$ cat src/rtl/ecp_host_pkg.sv
package ecp_host_pkg;

  typedef enum logic [2:0] {
    ST_F_IDLE    = 3'd0,
    ST_F_SETUP   = 3'd1,
    ST_F_WAIT_HI = 3'd2,
    ST_F_WAIT_LO = 3'd3,
    ST_R_IDLE    = 3'd4,
    ST_R_WAIT_HI = 3'd5
  } ecp_state_e;

  function automatic logic is_reverse(input ecp_state_e s);
    return (s == ST_R_IDLE) || (s == ST_R_WAIT_HI);
  endfunction

endpackage

$ cat src/rtl/ecp_sync.sv
module ecp_sync #(
  parameter int          W       = 1,
  parameter int          STAGES  = 2,
  parameter logic [W-1:0] RST_VAL = '0
) (
  input  logic         clk,
  input  logic         rst,
  input  logic [W-1:0] d,
  output logic [W-1:0] q
);
  logic [W-1:0] pipe [STAGES];

  generate
    for (genvar i = 0; i < STAGES; i++) begin : g_stage
      always_ff @(posedge clk) begin
        if (rst) pipe[i] <= RST_VAL;
        else if (i == 0) pipe[i] <= d;
        else pipe[i] <= pipe[(i == 0) ? 0 : i-1];
      end
    end
  endgenerate

  assign q = pipe[STAGES-1];
endmodule

$ cat src/rtl/ecp_cycle_cnt.sv
module ecp_cycle_cnt #(
  parameter int LIMIT = 4
) (
  input  logic clk,
  input  logic rst,
  input  logic run,
  output logic done
);
  localparam int CW = (LIMIT < 2) ? 1 : $clog2(LIMIT + 1);

  logic [CW-1:0] cnt_q;

  assign done = run && (cnt_q == CW'(LIMIT - 1));

  always_ff @(posedge clk) begin
    if (rst || !run) cnt_q <= '0;
    else if (!done)  cnt_q <= cnt_q + 1'b1;
  end
endmodule

$ cat src/rtl/ecp_host_ctrl.sv
module ecp_host_ctrl
  import ecp_host_pkg::*;
#(
  parameter int DW          = 8,
  parameter int SETUP_CYC   = 4,
  parameter int TIMEOUT_CYC = 1024,
  parameter int SYNC_STAGES = 2
) (
  input  logic          clk,
  input  logic          rst,
  input  logic [DW-1:0] tx_data,
  input  logic          tx_valid,
  output logic          tx_ready,
  output logic [DW-1:0] rx_data,
  output logic          rx_valid,
  input  logic          rx_ready,
  input  logic          rev_req,
  output logic          periph_req,
  output logic          timeout_err,
  output logic          host_clk_n,
  output logic          host_ack,
  input  logic          periph_ack,
  input  logic          periph_clk,
  input  logic          periph_req_n,
  output logic [DW-1:0] pd_out,
  input  logic [DW-1:0] pd_in,
  output logic          pd_oe
);
  localparam logic [2:0] CTL_IDLE = 3'b110;

  logic [2:0]    ctl_s;
  logic [DW-1:0] pd_s;
  logic          pa_s, pc_s, preq_n_s;

  ecp_sync #(.W(3), .STAGES(SYNC_STAGES), .RST_VAL(CTL_IDLE)) u_sync_ctl (
    .clk(clk), .rst(rst),
    .d({periph_req_n, periph_clk, periph_ack}),
    .q(ctl_s)
  );

  ecp_sync #(.W(DW), .STAGES(SYNC_STAGES), .RST_VAL('0)) u_sync_dat (
    .clk(clk), .rst(rst), .d(pd_in), .q(pd_s)
  );

  assign pa_s     = ctl_s[0];
  assign pc_s     = ctl_s[1];
  assign preq_n_s = ctl_s[2];

  ecp_state_e state_q, state_d;
  logic setup_run, setup_done, tmo_run, tmo_hit;
  logic [DW-1:0] pd_out_q, rx_data_q;
  logic rx_valid_q, host_clk_n_q, host_ack_q, pd_oe_q, err_q, preq_q;

  ecp_cycle_cnt #(.LIMIT(SETUP_CYC)) u_setup_cnt (
    .clk(clk), .rst(rst), .run(setup_run), .done(setup_done)
  );

  ecp_cycle_cnt #(.LIMIT(TIMEOUT_CYC)) u_tmo_cnt (
    .clk(clk), .rst(rst), .run(tmo_run), .done(tmo_hit)
  );

  always_comb begin
    state_d   = state_q;
    setup_run = 1'b0;
    tmo_run   = 1'b0;
    unique case (state_q)
      ST_F_IDLE: begin
        if (rev_req)                 state_d = ST_R_IDLE;
        else if (tx_valid && !pa_s)  state_d = ST_F_SETUP;
      end
      ST_F_SETUP: begin
        setup_run = 1'b1;
        if (setup_done) state_d = ST_F_WAIT_HI;
      end
      ST_F_WAIT_HI: begin
        tmo_run = !pa_s;
        if (pa_s || tmo_hit) state_d = pa_s ? ST_F_WAIT_LO : ST_F_IDLE;
      end
      ST_F_WAIT_LO: begin
        tmo_run = pa_s;
        if (!pa_s || tmo_hit) state_d = ST_F_IDLE;
      end
      ST_R_IDLE: begin
        if (!rev_req && pc_s)            state_d = ST_F_IDLE;
        else if (!pc_s && !rx_valid_q)   state_d = ST_R_WAIT_HI;
      end
      ST_R_WAIT_HI: begin
        tmo_run = !pc_s;
        if (pc_s || tmo_hit) state_d = ST_R_IDLE;
      end
      default: state_d = ST_F_IDLE;
    endcase
  end

  assign tx_ready = (state_q == ST_F_IDLE) && !rev_req && !pa_s;

  always_ff @(posedge clk) begin
    if (rst) begin
      state_q      <= ST_F_IDLE;
      pd_out_q     <= '0;
      rx_data_q    <= '0;
      rx_valid_q   <= 1'b0;
      host_clk_n_q <= 1'b1;
      host_ack_q   <= 1'b1;
      pd_oe_q      <= 1'b1;
      err_q        <= 1'b0;
      preq_q       <= 1'b0;
    end else begin
      state_q      <= state_d;
      host_clk_n_q <= (state_d != ST_F_WAIT_HI);
      host_ack_q   <= (state_d != ST_R_IDLE);
      pd_oe_q      <= !is_reverse(state_d);
      preq_q       <= !is_reverse(state_d) && !preq_n_s;
      if (tmo_hit) err_q <= 1'b1;
      if (state_q == ST_F_IDLE && state_d == ST_F_SETUP) pd_out_q <= tx_data;
      if (state_q == ST_R_WAIT_HI && pc_s) begin
        rx_data_q  <= pd_s;
        rx_valid_q <= 1'b1;
      end else if (rx_ready) begin
        rx_valid_q <= 1'b0;
      end
    end
  end

  assign pd_out      = pd_out_q;
  assign rx_data     = rx_data_q;
  assign rx_valid    = rx_valid_q;
  assign host_clk_n  = host_clk_n_q;
  assign host_ack    = host_ack_q;
  assign pd_oe       = pd_oe_q;
  assign timeout_err = err_q;
  assign periph_req  = preq_q;
endmodule

$ cat config.mk
export PLATFORM = sky130hd
export DESIGN_NAME = ecp_host_ctrl
export DESIGN_NICKNAME = d
export VERILOG_FILES = /design/src/rtl/ecp_host_pkg.sv /design/src/rtl/ecp_sync.sv /design/src/rtl/ecp_cycle_cnt.sv /design/src/rtl/ecp_host_ctrl.sv
export SDC_FILE = /design/constraint.sdc
export NUM_CORES = 1
export LEC_CHECK = 0
export BUFFER_PORTS_ARGS = -buffer_cell sky130_fd_sc_hd__buf_2
export CAP_MARGIN = 20
export CORE_AREA = 3 3 92 94
export DETAILED_ROUTE_END_ITERATION = 8
export DIE_AREA = 0 0 95 97
export PLACE_DENSITY = 0.54
export SLEW_MARGIN = 10
export SYNTH_ARGS = -nofsm -noshare
export SYNTH_HDL_FRONTEND = slang
export SYNTH_HIERARCHICAL = 1
export SYNTH_SLANG_ARGS = --single-unit
$ cat constraint.sdc
create_clock -name clk -period 1.8 [get_ports clk]
set_input_delay 0.36 -clock clk [delete_from_list [all_inputs] [get_ports clk]]
set_output_delay 0.36 -clock clk [all_outputs]
set_load 0.005 [all_outputs]
* Yosys cells after proc, flatten, opt, wreduce, memory -nomap -nowiden *
Memory sizes are Yosys's and may differ from the RTL's. A register that Yosys moved wholly into a read port is not among the register bits.
Index checks and enable logic that the tools add are counted.
Widths: inputs -> output; s select.

word-level totals
  register bits = 31
  memory bits (writable) = 22
  output and inout port bits = 23
  logic and storage cells = 77
  memories = 2

memories
  name             depth  width  rd ports  clocked after Yosys merged registers in  write ports  RTL line        source
  u_sync_dat.pipe  2      8      2         1                                        2            ecp_sync.sv:11  logic [W-1:0] pipe [STAGES];
  u_sync_ctl.pipe  2      3      2         0                                        2            ecp_sync.sv:11

cells by class
  $add $sub $neg = 2
  equal/unequal tests = 12
  multiplexer cells = 21
  bitwise gates (word level) = 4
  reduce and logical (&&, ||, !) cells = 26

operator list
  cell                   number
  $mux 3                 10
  $pmux 3 s6             1
  $mux 8                 2
  $eq 3x3->1 const B     4
  $add 11x1->11 const B  1
  $eq 11x10->1 const B   1
  $logic_and 1x1->1      10
  $eq 3x2->1 const B     3
  $logic_not 1->1        8
  $eq 3x1->1 const B     2
  $logic_or 1x1->1       6
  $mux 1                 6
  $or 1x1->1             4
  $add 3x1->3 const B    1
  $logic_not 3->1        1
  $ne 3x2->1 const B     1
  $ne 3x3->1 const B     1
  $pmux 1 s3             1
  $mux 2                 1
  $reduce_bool 2->1      1

* Logic depth before layout (Yosys ltp) *
Gate-level depths: netlist of run 1.

  depth after elaboration = 10
  gate-level depth with buffers = 9
  gate-level depth less buffers = 8

* Hierarchy *
The synthesis of run 1 kept the hierarchy.

modules (own cells, without submodules)
  module                       instances  cells each  area each (um^2)  sequential area each (um^2)
  ecp_host_ctrl                1          110         994.7             500.5
  ecp_cycle_cnt (u_tmo_cnt)    1          58          540.5             220.2
  ecp_sync (u_sync_dat)        1          33          464.2             320.3
  ecp_sync (u_sync_ctl)        1          12          157.7             120.1
  ecp_cycle_cnt (u_setup_cnt)  1          14          148.9             60.1

* Worst setup path after synthesis of run 1 *
No wires, ideal clock.

  path type = register to register
  from = reg u_tmo_cnt.cnt_q[0]
  to = reg state_q[1]
  arrival time = 1768 ps
  required time = 1682 ps
  path slack = -86 ps
  stages on the path, launching flop included = 9
  cells stage by stage = dfxtp_1 -> ha_1 -> nand4_2 -> nor3_4 -> and2_1 -> inv_1 -> maj3_1 -> a22oi_1 -> nor3_1

between the ends
  longest elaborated chain between the ends = 5
  elaborated cells on any way between the ends = 9

RTL lines
  what                                 RTL line                                                       source
  from (decl)                          ecp_cycle_cnt.sv:11                                            logic [CW-1:0] cnt_q;
  from (signal assigned)               ecp_cycle_cnt.sv:17                                            else if (!done) cnt_q <= cnt_q + 1'b1;
  $eq 11x10->1 *                       ecp_cycle_cnt.sv:13                                            assign done = run && (cnt_q == CW'(LIMIT - 1));
  $logic_and 1x1->1 *                  ecp_cycle_cnt.sv:13
  named net tmo_hit                    ecp_host_ctrl.sv:50                                            logic setup_run, setup_done, tmo_run, tmo_hit;
  $logic_or 1x1->1 (on tied branches)  ecp_host_ctrl.sv:89, ecp_host_ctrl.sv:77, ecp_host_ctrl.sv:81
  $mux 3 (on tied branches)            ecp_host_ctrl.sv:89, ecp_host_ctrl.sv:77, ecp_host_ctrl.sv:81
  $pmux 3 s6 *                         ecp_host_ctrl.sv:66                                            unique case (state_q)
  to (signal assigned)                 ecp_host_ctrl.sv:109                                           state_q <= state_d;
  to (decl)                            ecp_host_ctrl.sv:49                                            ecp_state_e state_q, state_d;

Mark *: on every way through the listed nets, which the timed path passes. The rest lies on a longest branch.
A chain may end at the register's enable or synchronous reset.

* Worst setup path in the final report of run 1 *
  from = reg state_q[1]
  to = out tx_ready

between the ends
  longest elaborated chain between the ends = 3

RTL lines
  what                             RTL line             source
  $logic_not 3->1                  ecp_host_ctrl.sv:95  assign tx_ready = (state_q == ST_F_IDLE) && !rev_req && !pa_s;
  $logic_and 1x1->1 (2 in series)  ecp_host_ctrl.sv:95
  to (decl)                        ecp_host_ctrl.sv:13  output logic tx_ready,

No other way between the ends.

==> results.cfg, run 1 <==
[status]
status = finished, final reports clean

[floorplan]
num_rows = 32
die_y_microns = 97
io_pins = 47
core_sq_mm = 0.00773
die_x_microns = 95
die-area_sq_mm = 0.00922
start_util_pct = 29.8

[global_route]
grt_first_pass_wirelength_microns = 7650
grt_max_degree = 17
antenna_found_initial = 0
grt_overflow_total = 0
grt_pass1_vias = 1702
grt_usage_pct = 10.9

[power_and_ir_drop]
cellPowerDensity_mw_per_mm2 = 991
p_total_uw = 3040
vdd.ir_drop.worst_mv = 0.336
power_leakage_uw = 0.00135

[critical_path]
slowest_stage = or4_4
critPathMaxStageDelay_ps = 530
cp.required_ps = 1440
ff2ff_path_depth = 5
ff2ff_setup_slack_ps = 80
arrival_ps = 1400
cp-end-kind = output pin
r2r_end = pd_out[7]$_SDFFE_PP0P_
path_buf_inv = 1
path_cells = or4_4, nor2_1, buf_2
critical_path_depth = 3
critical_path_class = flip-flop to output pin
r2r-start = state_q[1]$_SDFF_PP0_
crit_path_start_kind = flip-flop
crit_family = simple AND/OR/NAND/NOR gates
crit_path_max_fanout = 2

[clock_network]
htree_levels = 3
clockRootBuffer = clkbuf_8
postCtsHoldBufs = 0
tritoncts = yes
numCtsBuffers = 9
cts_buffer_depth = 2
clock_latency_ps = 330
clk_pin_slew_ps = 60
cts_sinks = 61

[logic_synthesis]
yosysWarnings = 6
yosys.area_share.simple_pct = 25.3
synth_nets = 254
synth_compound_area_share_pct = 9.98
synth_cell_type_count = 44
avgSynthCellArea_sq_um = 10.2
ys_ff_latch = 61
synthesis.area_sq_mm = 0.00231
synthMuxAreaShare_pct = 4.77
synth_xor_area_share_pct = 1.14
syn_inst = 227
yosysSeqAreaShare_pct = 53.0
synth_top_family_by_area = simple AND/OR/NAND/NOR gates
synth-adder-area-share_pct = 2.06

[worst_hold_path]
min_path_cells = 2
holdPathEnd = u_sync_ctl/pipe[0][2]$_SDFF_PP1_
hp-class = input port to flip-flop
hold_start = periph_req_n

[placed_design]
port_buffers = 46
globalplace.congestion = 0.805
dp_hpwl_microns = 3230

[timing]
finalSetupViolCount = 0
skew_ps = 9.04
hold_viol_final = 0
rsz0062_at_grt = yes
report.final.slew_viol_count = 0
period_share_pct = 97.7
worst_pin_slew_ps = 373
slew_headroom_pct = 75.1
fmax_mhz = 568
post-route-min-period_ps = 1760
tns_ps = 0

[routing]
ant_nets = 0
viasPerCell = 4.28
first_iter_violations = 63
wire_per_inst_microns = 11.1
drcViolationCount = 0
routed_wl_microns = 4520
firstDrtPassIters = 4
via_count = 1736

[finish]
final_common_cell = dfxtp_1
utilization_pct = 39.7
nets = 326
drive_gt1_share_pct = 39.5
areaGrowthSynthToFinish_pct = 33.1
antenna_cells = 0
final_cell_mix = 54 x dfxtp_1, 46 x buf_2, 26 x nand2_1

[job]
maxCapViolCount = 0
## sequential cells by signal, summed over array words and instances, names as in the netlist
register / cells
timeout_err: 1
u_sync_dat/pipe: 16
pd_oe: 1
u_setup_cnt/cnt_q: 3
rx_data: 8
state_q: 3
host_clk_n: 1
periph_req: 1
pd_out: 8
u_sync_ctl/pipe: 6
u_tmo_cnt/cnt_q: 11
rx_valid: 1
host_ack: 1
## timing repair
action / 4_1_cts / 5_1_grt
pin swaps: 0 / 4
setup buffers: 0 / 2
setup endpoints to repair: 1 / 12
gates resized for setup: 1 / 15
cloned: 0 / 0
## where the power goes
part / switching (uW) / internal [uW] / leakage, uW
Sequential: 16.4 / 1390 / 0.000501
Clock: 500 / 957 / 0.000121
Combinational: 79.7 / 96.4 / 0.000729
## cell usage after synthesis (all sizes together)
library cell / n / area share [%]
a211oi: 4 / 1.5
and2b: 6 / 2.3
or4: 1 / 0.49
and2: 2 / 0.60
nor2b: 15 / 4.8
nor3: 8 / 2.4
or3b: 1 / 0.38
a32oi: 1 / 0.38
maj3: 1 / 0.43
a41oi: 1 / 0.38
clkbuf: 4 / 0.65
or3: 1 / 0.27
buf: 4 / 2.0
nand2b: 5 / 1.5
o31ai: 1 / 0.33
xor2: 2 / 0.76
and4: 1 / 0.38
a32o: 2 / 0.87
xnor2: 1 / 0.38
nand3: 3 / 0.65
nor2: 22 / 3.9
o41a: 1 / 0.92
or2: 4 / 1.1
a31oi: 4 / 1.1
nand4: 2 / 1.5
or2b: 1 / 0.33
and3: 2 / 0.54
ha: 3 / 1.6
mux2i: 11 / 4.8
a22oi: 2 / 0.65
o21ai: 5 / 1.1
inv: 7 / 1.1
a21oi: 12 / 2.8
dfxtp: 61 / 53
nand2: 26 / 4.2
## worst max-delay path by stage
stage                                      from                     to  slack, ps
2_1_floorplan   u_tmo_cnt/cnt_q[0]$_SDFFE_PP0N_  state_q[1]$_SDFF_PP0_          5
3_5_place_dp    u_tmo_cnt/cnt_q[0]$_SDFFE_PP0N_  state_q[1]$_SDFF_PP0_         30
6_report                  state_q[1]$_SDFF_PP0_               tx_ready         40
4_1_cts                   state_q[2]$_SDFF_PP0_               tx_ready          5
3_3_place_gp   u_sync_ctl/pipe[1][0]$_SDFF_PP0_  state_q[0]$_SDFF_PP0_         20
5_1_grt         u_tmo_cnt/cnt_q[1]$_SDFFE_PP0N_  state_q[1]$_SDFF_PP0_        -40
## worst register-to-register path, delay by kind of cell (launching register included)
kind / cells / cell delay, ps
multiplexers: 1 / 150
flip-flops: 1 / 330
buffers and inverters: 1 / 160
AND/OR/NAND/NOR: 3 / 980
## stage by stage
| stage | cell area (sq um) | hold slack, ps | setup slack (ps) | instances |
|---|---|---|---|---|
| after floorplan | 2310 | 376 | 4.92 | 227 |
| after global placement | 2770 | 388 | 18.8 | 388 |
| after detailed placement | 2770 | 396 | 25.7 | 388 |
| after CTS | 3010 | 196 | 5.05 | 404 |
| after global routing | 3070 | 211 | -43.6 | 406 |
| final | 3070 | 216 | 40.8 | 406 |
## logic make-up after synthesis
family	after synthesis
fa+ha+maj	4
simple gates	100
mux	11
compound gates	33
flops	61
xor+xnor	3
buf+inv	15
## layer usage
layer	wire (microns)	vias to the layer above	GRT usage, %
met5	0	-	0
met4	112	0	7.33
met3	198	7	3.73
met2	2030	34	15.9
met1	2180	778	13.3
li1	-	917	-
## area by class of cell
cell class	instances	area (sq um)
clock inverter	4	95.1
multi-input combinational	151	1030
tap	102	128
clock buffer	12	145
sequential	61	1230
fill	762	4660
inverter	7	26.3
timing repair buffer	69	410
Note: power is estimated with default switching activity, not from simulation.
==> run 2: changes to the inputs <==
- ABC_AREA: unset -> 1
- CORE_AREA: 3 3 92 94 -> 3 3 95 97
- DIE_AREA: 0 0 95 97 -> 0 0 98 100
==> run 2 against run 1 <==
  * Combinational power increased by 45%
  * Die area rose by 6.3%
  * Highest routed layer unchanged
  * Sequential share of layout area is 0.87 points lower
  * Via count grew 16%
  * Sequential power about the same
  * Core utilization down 1.5 points
  * Critical path depth rose by 2
  * Wire length up 9.7%
==> results.cfg, run 2 <==
[logic_synthesis]
synth_nets = 336
synth_edf_count = 0
synth_cell_type_count = 30
synthTopCellsByArea = dfxtp_1 49%, nor2_1 9.1%, inv_1 7.9%, nand2_1 6.2%, nor2_2 4.1%
synth_top_area_share_pct = 49.4
ys_top_cells_by_count = 61 x dfxtp_1, 60 x nor2_1, 52 x inv_1
syn_inst = 309
avgSynthCellArea_sq_um = 8.00
synthesis.area_sq_mm = 0.00247
ys.flop_type = dfxtp_1
yosysSeqAreaShare_pct = 49.4
yosysWarnings = 6
synthArstFlopShare_pct = 0
synth_area_leader_cell = dfxtp_1
ys_ff_latch = 61
synth.most_common_cell = dfxtp_1

[clock_network]
cts_buffer_depth = 2
tritoncts = yes
cts_sinks = 61
clockRootBuffer = clkbuf_8
clock_latency_ps = 340
postCtsHoldBufs = 0
clk_pin_slew_ps = 70
numCtsBuffers = 9
htree_levels = 3

[floorplan]
start_util_pct = 30.1
die_x_microns = 98
die_y_microns = 100
num_rows = 33
die-area_sq_mm = 0.00980
core_sq_mm = 0.00822
io_pins = 47

[timing]
fmax_mhz = 609
post-route-min-period_ps = 1640
setup_ws_ps = 157
hold_viol_final = 0
period_share_pct = 91.3
worst_pin_slew_ps = 486
finalSetupViolCount = 0
skew_ps = 5.84
slew_headroom_pct = 67.6
report.final.slew_viol_count = 0

[routing]
viasPerCell = 4.18
drcViolationCount = 0
routed_wl_microns = 4950
first_iter_violations = 88
ant_nets = 0
firstDrtPassIters = 6
via_count = 2013
wire_per_inst_microns = 10.3

[power_and_ir_drop]
cellPowerDensity_mw_per_mm2 = 972
p_total_uw = 3050
power_leakage_uw = 0.00151
vdd.ir_drop.worst_mv = 0.478

[placed_design]
port_buffers = 46
dp_hpwl_microns = 3620
globalplace.congestion = 0.832
place_ws_ps = 92.3

[critical_path]
crit_path_start_kind = flip-flop
critical_path_class = flip-flop to output pin
arrival_ps = 1280
crit_path_max_fanout = 4
cp-end-kind = output pin
cp.required_ps = 1440

[global_route]
grt_usage_pct = 11.1
grt_pass1_vias = 1939
antenna_found_initial = 0
grt_overflow_total = 0
grt_first_pass_wirelength_microns = 8600
grt_max_degree = 19

[job]
maxCapViolCount = 0

[finish]
final_common_cell = nor2_1
nets = 399
drive_gt1_share_pct = 32.1
antenna_cells = 0
utilization_pct = 38.2
final_cell_mix = 58 x nor2_1, 55 x dfxtp_1, 51 x inv_1
largest-register = u_sync_dat/pipe
reg_top3 = u_sync_dat/pipe: 16 flops, u_tmo_cnt/cnt_q: 11 flops
areaGrowthSynthToFinish_pct = 27.1
largest_reg_flops = 16
fillers = 842

[status]
status = finished, final reports clean

[worst_hold_path]
hp-class = input port to flip-flop
## run 2: cell count changes after synthesis, moves of 7 or more
cell,previous run,this run
inv_1,7,52
mux2i_1,11,0
nand2_1,26,41
nand3_1,3,12
nor2_1,21,60
nor2_2,0,16
nor2b_1,8,0
nor2b_2,7,0
o21ai_1,0,13
## run 2: power by group
part / internal (uW) / leakage (uW) / switching (uW)
Combinational: 106 / 0.000896 / 150
Sequential: 1410 / 0.000502 / 31.2
Clock: 786 / 0.000110 / 570
Total: 2300 / 0.00151 / 751
## run 2: through the flow
step	instance area [sq um]	hold WS (ps)	cells	TNS (ps)
finish	3140	195	482	0
global route	3140	181	482	-15.5
CTS	3080	174	479	0
detailed placement	2850	382	462	0
global placement	2850	384	462	0
floorplan	2480	374	309	0
## run 2: what timing repair did
action                                  CTS  global route
pin swaps                                 1             4
endpoints found under the hold margin     0             0
gates resized for setup                   1            14
buffers inserted                          1             3
endpoints found under the setup margin    1             5
## run 2: worst max-delay path, stage by stage, from the launching register on
cell and delay, ps:
dfxtp_2 330, buf_4 150, nor2_4 120, nand3_2 100
nor2_2 120, buf_2 130
## run 2: final cells by class
class / instances / area (sq um) / share of cell area (%)
well taps: 105 / 131 / 4.18
flip-flops and latches: 61 / 1230 / 39.2
clock buffers: 9 / 124 / 3.94
inverters: 58 / 223 / 7.09
clock inverters: 7 / 98.8 / 3.15
multi-input cells: 187 / 1030 / 32.9
repair buffers: 55 / 298 / 9.48
## run 2: final timing paths
path | slack (ps) | start | end | cells past startpoint
max | 160 | state_q[0]$_SDFF_PP0_ | tx_ready | 5
min | 200 | periph_req_n | u_sync_ctl/pipe[0][2]$_SDFF_PP1_ | 3
max reg2reg | 200 | state_q[0]$_SDFF_PP0_ | host_clk_n$_SDFF_PP1_ | 13
min reg2reg | 400 | u_sync_ctl/pipe[0][0]$_SDFF_PP0_ | u_sync_ctl/pipe[1][0]$_SDFF_PP0_ | 2
## run 2: layer usage
layer	part of all wire (%)	track usage, %
met1	46	12.7
met2	47	18.2
met3	4.8	4.93
met4	1.7	4.15
met5	0	0
## run 2: cell families after synthesis
| logic type | synth area share (%) |
|---|---|
| buffers and inverters | 10.1 |
| adders and majority gates | 1.52 |
| DFF | 49.4 |
| and+or+nand+nor | 30.9 |
| AOI/OAI and AO/OA | 6.23 |
| xor gates and xnor gates | 1.77 |
==> run 3: changes to the inputs <==
- CORE_AREA: 3 3 95 97 -> 3 3 104 106
- DIE_AREA: 0 0 98 100 -> 0 0 107 109
- PLACE_DENSITY: 0.54 -> 0.47
==> run 3 against run 2 <==
  * Design area down 1.8%
  * Clock skew up 5.4 ps
  * Critical endpoint unchanged
  * Final cell count up 5.2%
  * Sequential share of layout area up 0.47 points
  * Clock power down 18%
  * Critical path type unchanged
==> results.cfg, run 3 (synthesis results as in run 2) <==
[global_route]
grt_pass1_vias = 1858
grt_usage_pct = 9.13
grt_overflow_total = 0
grt_max_degree = 19
grt_first_pass_wirelength_microns = 8370
antenna_found_initial = 0

[routing]
route.met3.wl_microns = 248
viasPerCell = 3.91
wl_met1_microns = 2310
routed_wl_microns = 5110
via_count = 1982
ant_nets = 0
firstDrtPassIters = 4
met2_length_microns = 2360
first_iter_violations = 83
drcViolationCount = 0
wire_per_inst_microns = 10.1
highest_layer = met4

[timing]
hold_viol_final = 0
skew_ps = 11.2
tns_ps = 0
post-route-min-period_ps = 1710
period_share_pct = 94.8
slew_headroom_pct = 65.3
setup_ws_ps = 93.7
rsz0062_at_grt = no
report.final.slew_viol_count = 0
finalSetupViolCount = 0
worst_pin_slew_ps = 519
fmax_mhz = 586

[clock_network]
postCtsHoldBufs = 0
cts_sinks = 61
htree_levels = 3
tritoncts = yes
numCtsBuffers = 9
clock_latency_ps = 330
cts_buffer_depth = 2
post_cts_buffers = 0
clk_pin_slew_ps = 60
clockRootBuffer = clkbuf_8

[job]
maxCapViolCount = 0

[placed_design]
globalplace.congestion = 0.767
dp_hpwl_microns = 3830
place_ws_ps = 118
placed_cells = 491
port_buffers = 46

[power_and_ir_drop]
power_leakage_uw = 0.00148
switching_share_pct = 24.4
power.switching_uw = 687
p_comb_share_pct = 8.9
cellPowerDensity_mw_per_mm2 = 911
clkPwrFrac_pct = 39.9
p_total_uw = 2810
p_int_uw = 2120
power_frac_seq_pct = 51.3
vdd.ir_drop.worst_mv = 0.416

[critical_path]
path_buf_inv = 2
arrival_ps = 1350
critical_path_class = flip-flop to output pin
cp.required_ps = 1440
crit_path_max_fanout = 4
crit_family = simple AND/OR/NAND/NOR gates
cp-end-kind = output pin
slowest_stage = dfxtp_1
critPathMaxStageDelay_ps = 320
path_cells = buf_4, nor2_2, nand3_2, nor2_1, buf_2
crit_path_start_kind = flip-flop

[floorplan]
die-area_sq_mm = 0.0117
start_util_pct = 25.1
num_rows = 36
die_y_microns = 109
die_x_microns = 107
io_pins = 47
core_sq_mm = 0.00986

[finish]
reg_top3 = u_sync_dat/pipe: 16 flops, u_tmo_cnt/cnt_q: 11 flops
utilization_pct = 31.3
largest_reg_flops = 16
areaGrowthSynthToFinish_pct = 24.8
final_cell_mix = 59 x nor2_1, 59 x dfxtp_1, 51 x inv_1
nets = 396
finalNonFillerCells = 507
drive_gt1_share_pct = 29.7
antenna_cells = 0
fillers = 1057
largest-register = u_sync_dat/pipe

[status]
status = finished, final reports clean

[worst_hold_path]
hp-class = input port to flip-flop
==> run 3: cell count changes in the layout (fill, tap and decap cells not counted), moves of 2 or more <==
cell / before / now
dfxtp_1: 55 / 59
buf_4: 9 / 6
clkbuf_8: 9 / 12
dfxtp_2: 5 / 2
bufinv_16: 2 / 0
==> run 3: area by class of cell <==
type / instances / area (sq um) / area share (%)
inverter: 58 / 220 / 7.14
clock inverter: 3 / 18.8 / 0.609
timing repair buffer: 52 / 275 / 8.92
tap: 133 / 166 / 5.40
multi-input combinational: 187 / 1010 / 32.8
clock buffer: 13 / 169 / 5.48
sequential: 61 / 1220 / 39.7
==> run 3: routing by layer <==
metal	GRT usage, %	up-vias
met1	10.8	870
li1	-	1059
met3	3.37	12
met2	14.3	41
met4	5.11	0
met5	0	-
==> run 3: worst paths after layout <==
check                                        start                               end  slack [ps]  cells after the start
setup / recovery             state_q[0]$_SDFF_PP0_                          tx_ready          90                      5
hold / removal                        periph_req_n  u_sync_ctl/pipe[0][2]$_SDFF_PP1_         210                      3
setup reg to reg             state_q[0]$_SDFF_PP0_               host_ack$_SDFF_PP1_         190                     13
hold reg to reg   u_sync_ctl/pipe[1][2]$_SDFF_PP1_             periph_req$_SDFF_PP0_         390                      1
==> run 3: per-stage QoR <==
stage          hold slack [ps]  cell area, sq um
2_1_floorplan              374              2480
3_3_place_gp               387              2890
3_5_place_dp               387              2890
4_1_cts                    198              3080
5_1_grt                    202              3080
6_report                   215              3080
==> run 3: worst min-delay path, stage by stage <==
cell     delay (ps)
buf_2            70
inv_1            30
nand2_1          50
==> run 3: power groups by stage <==
stage / registers, uW / logic [uW] / clock network, uW
finish: 1440 / 249 / 1120
CTS: 1440 / 253 / 1150
global route: 1450 / 283 / 1220
detailed placement: 1470 / 252 / 0
global placement: 1470 / 249 / 0
floorplan: 1470 / 142 / 0
==> run 3: timing repair <==
| item | CTS | global route |
|---|---|---|
| gates resized for setup | 0 | 5 |
| hold endpoints to repair | 0 | 0 |
| setup endpoints to repair | 0 | 2 |
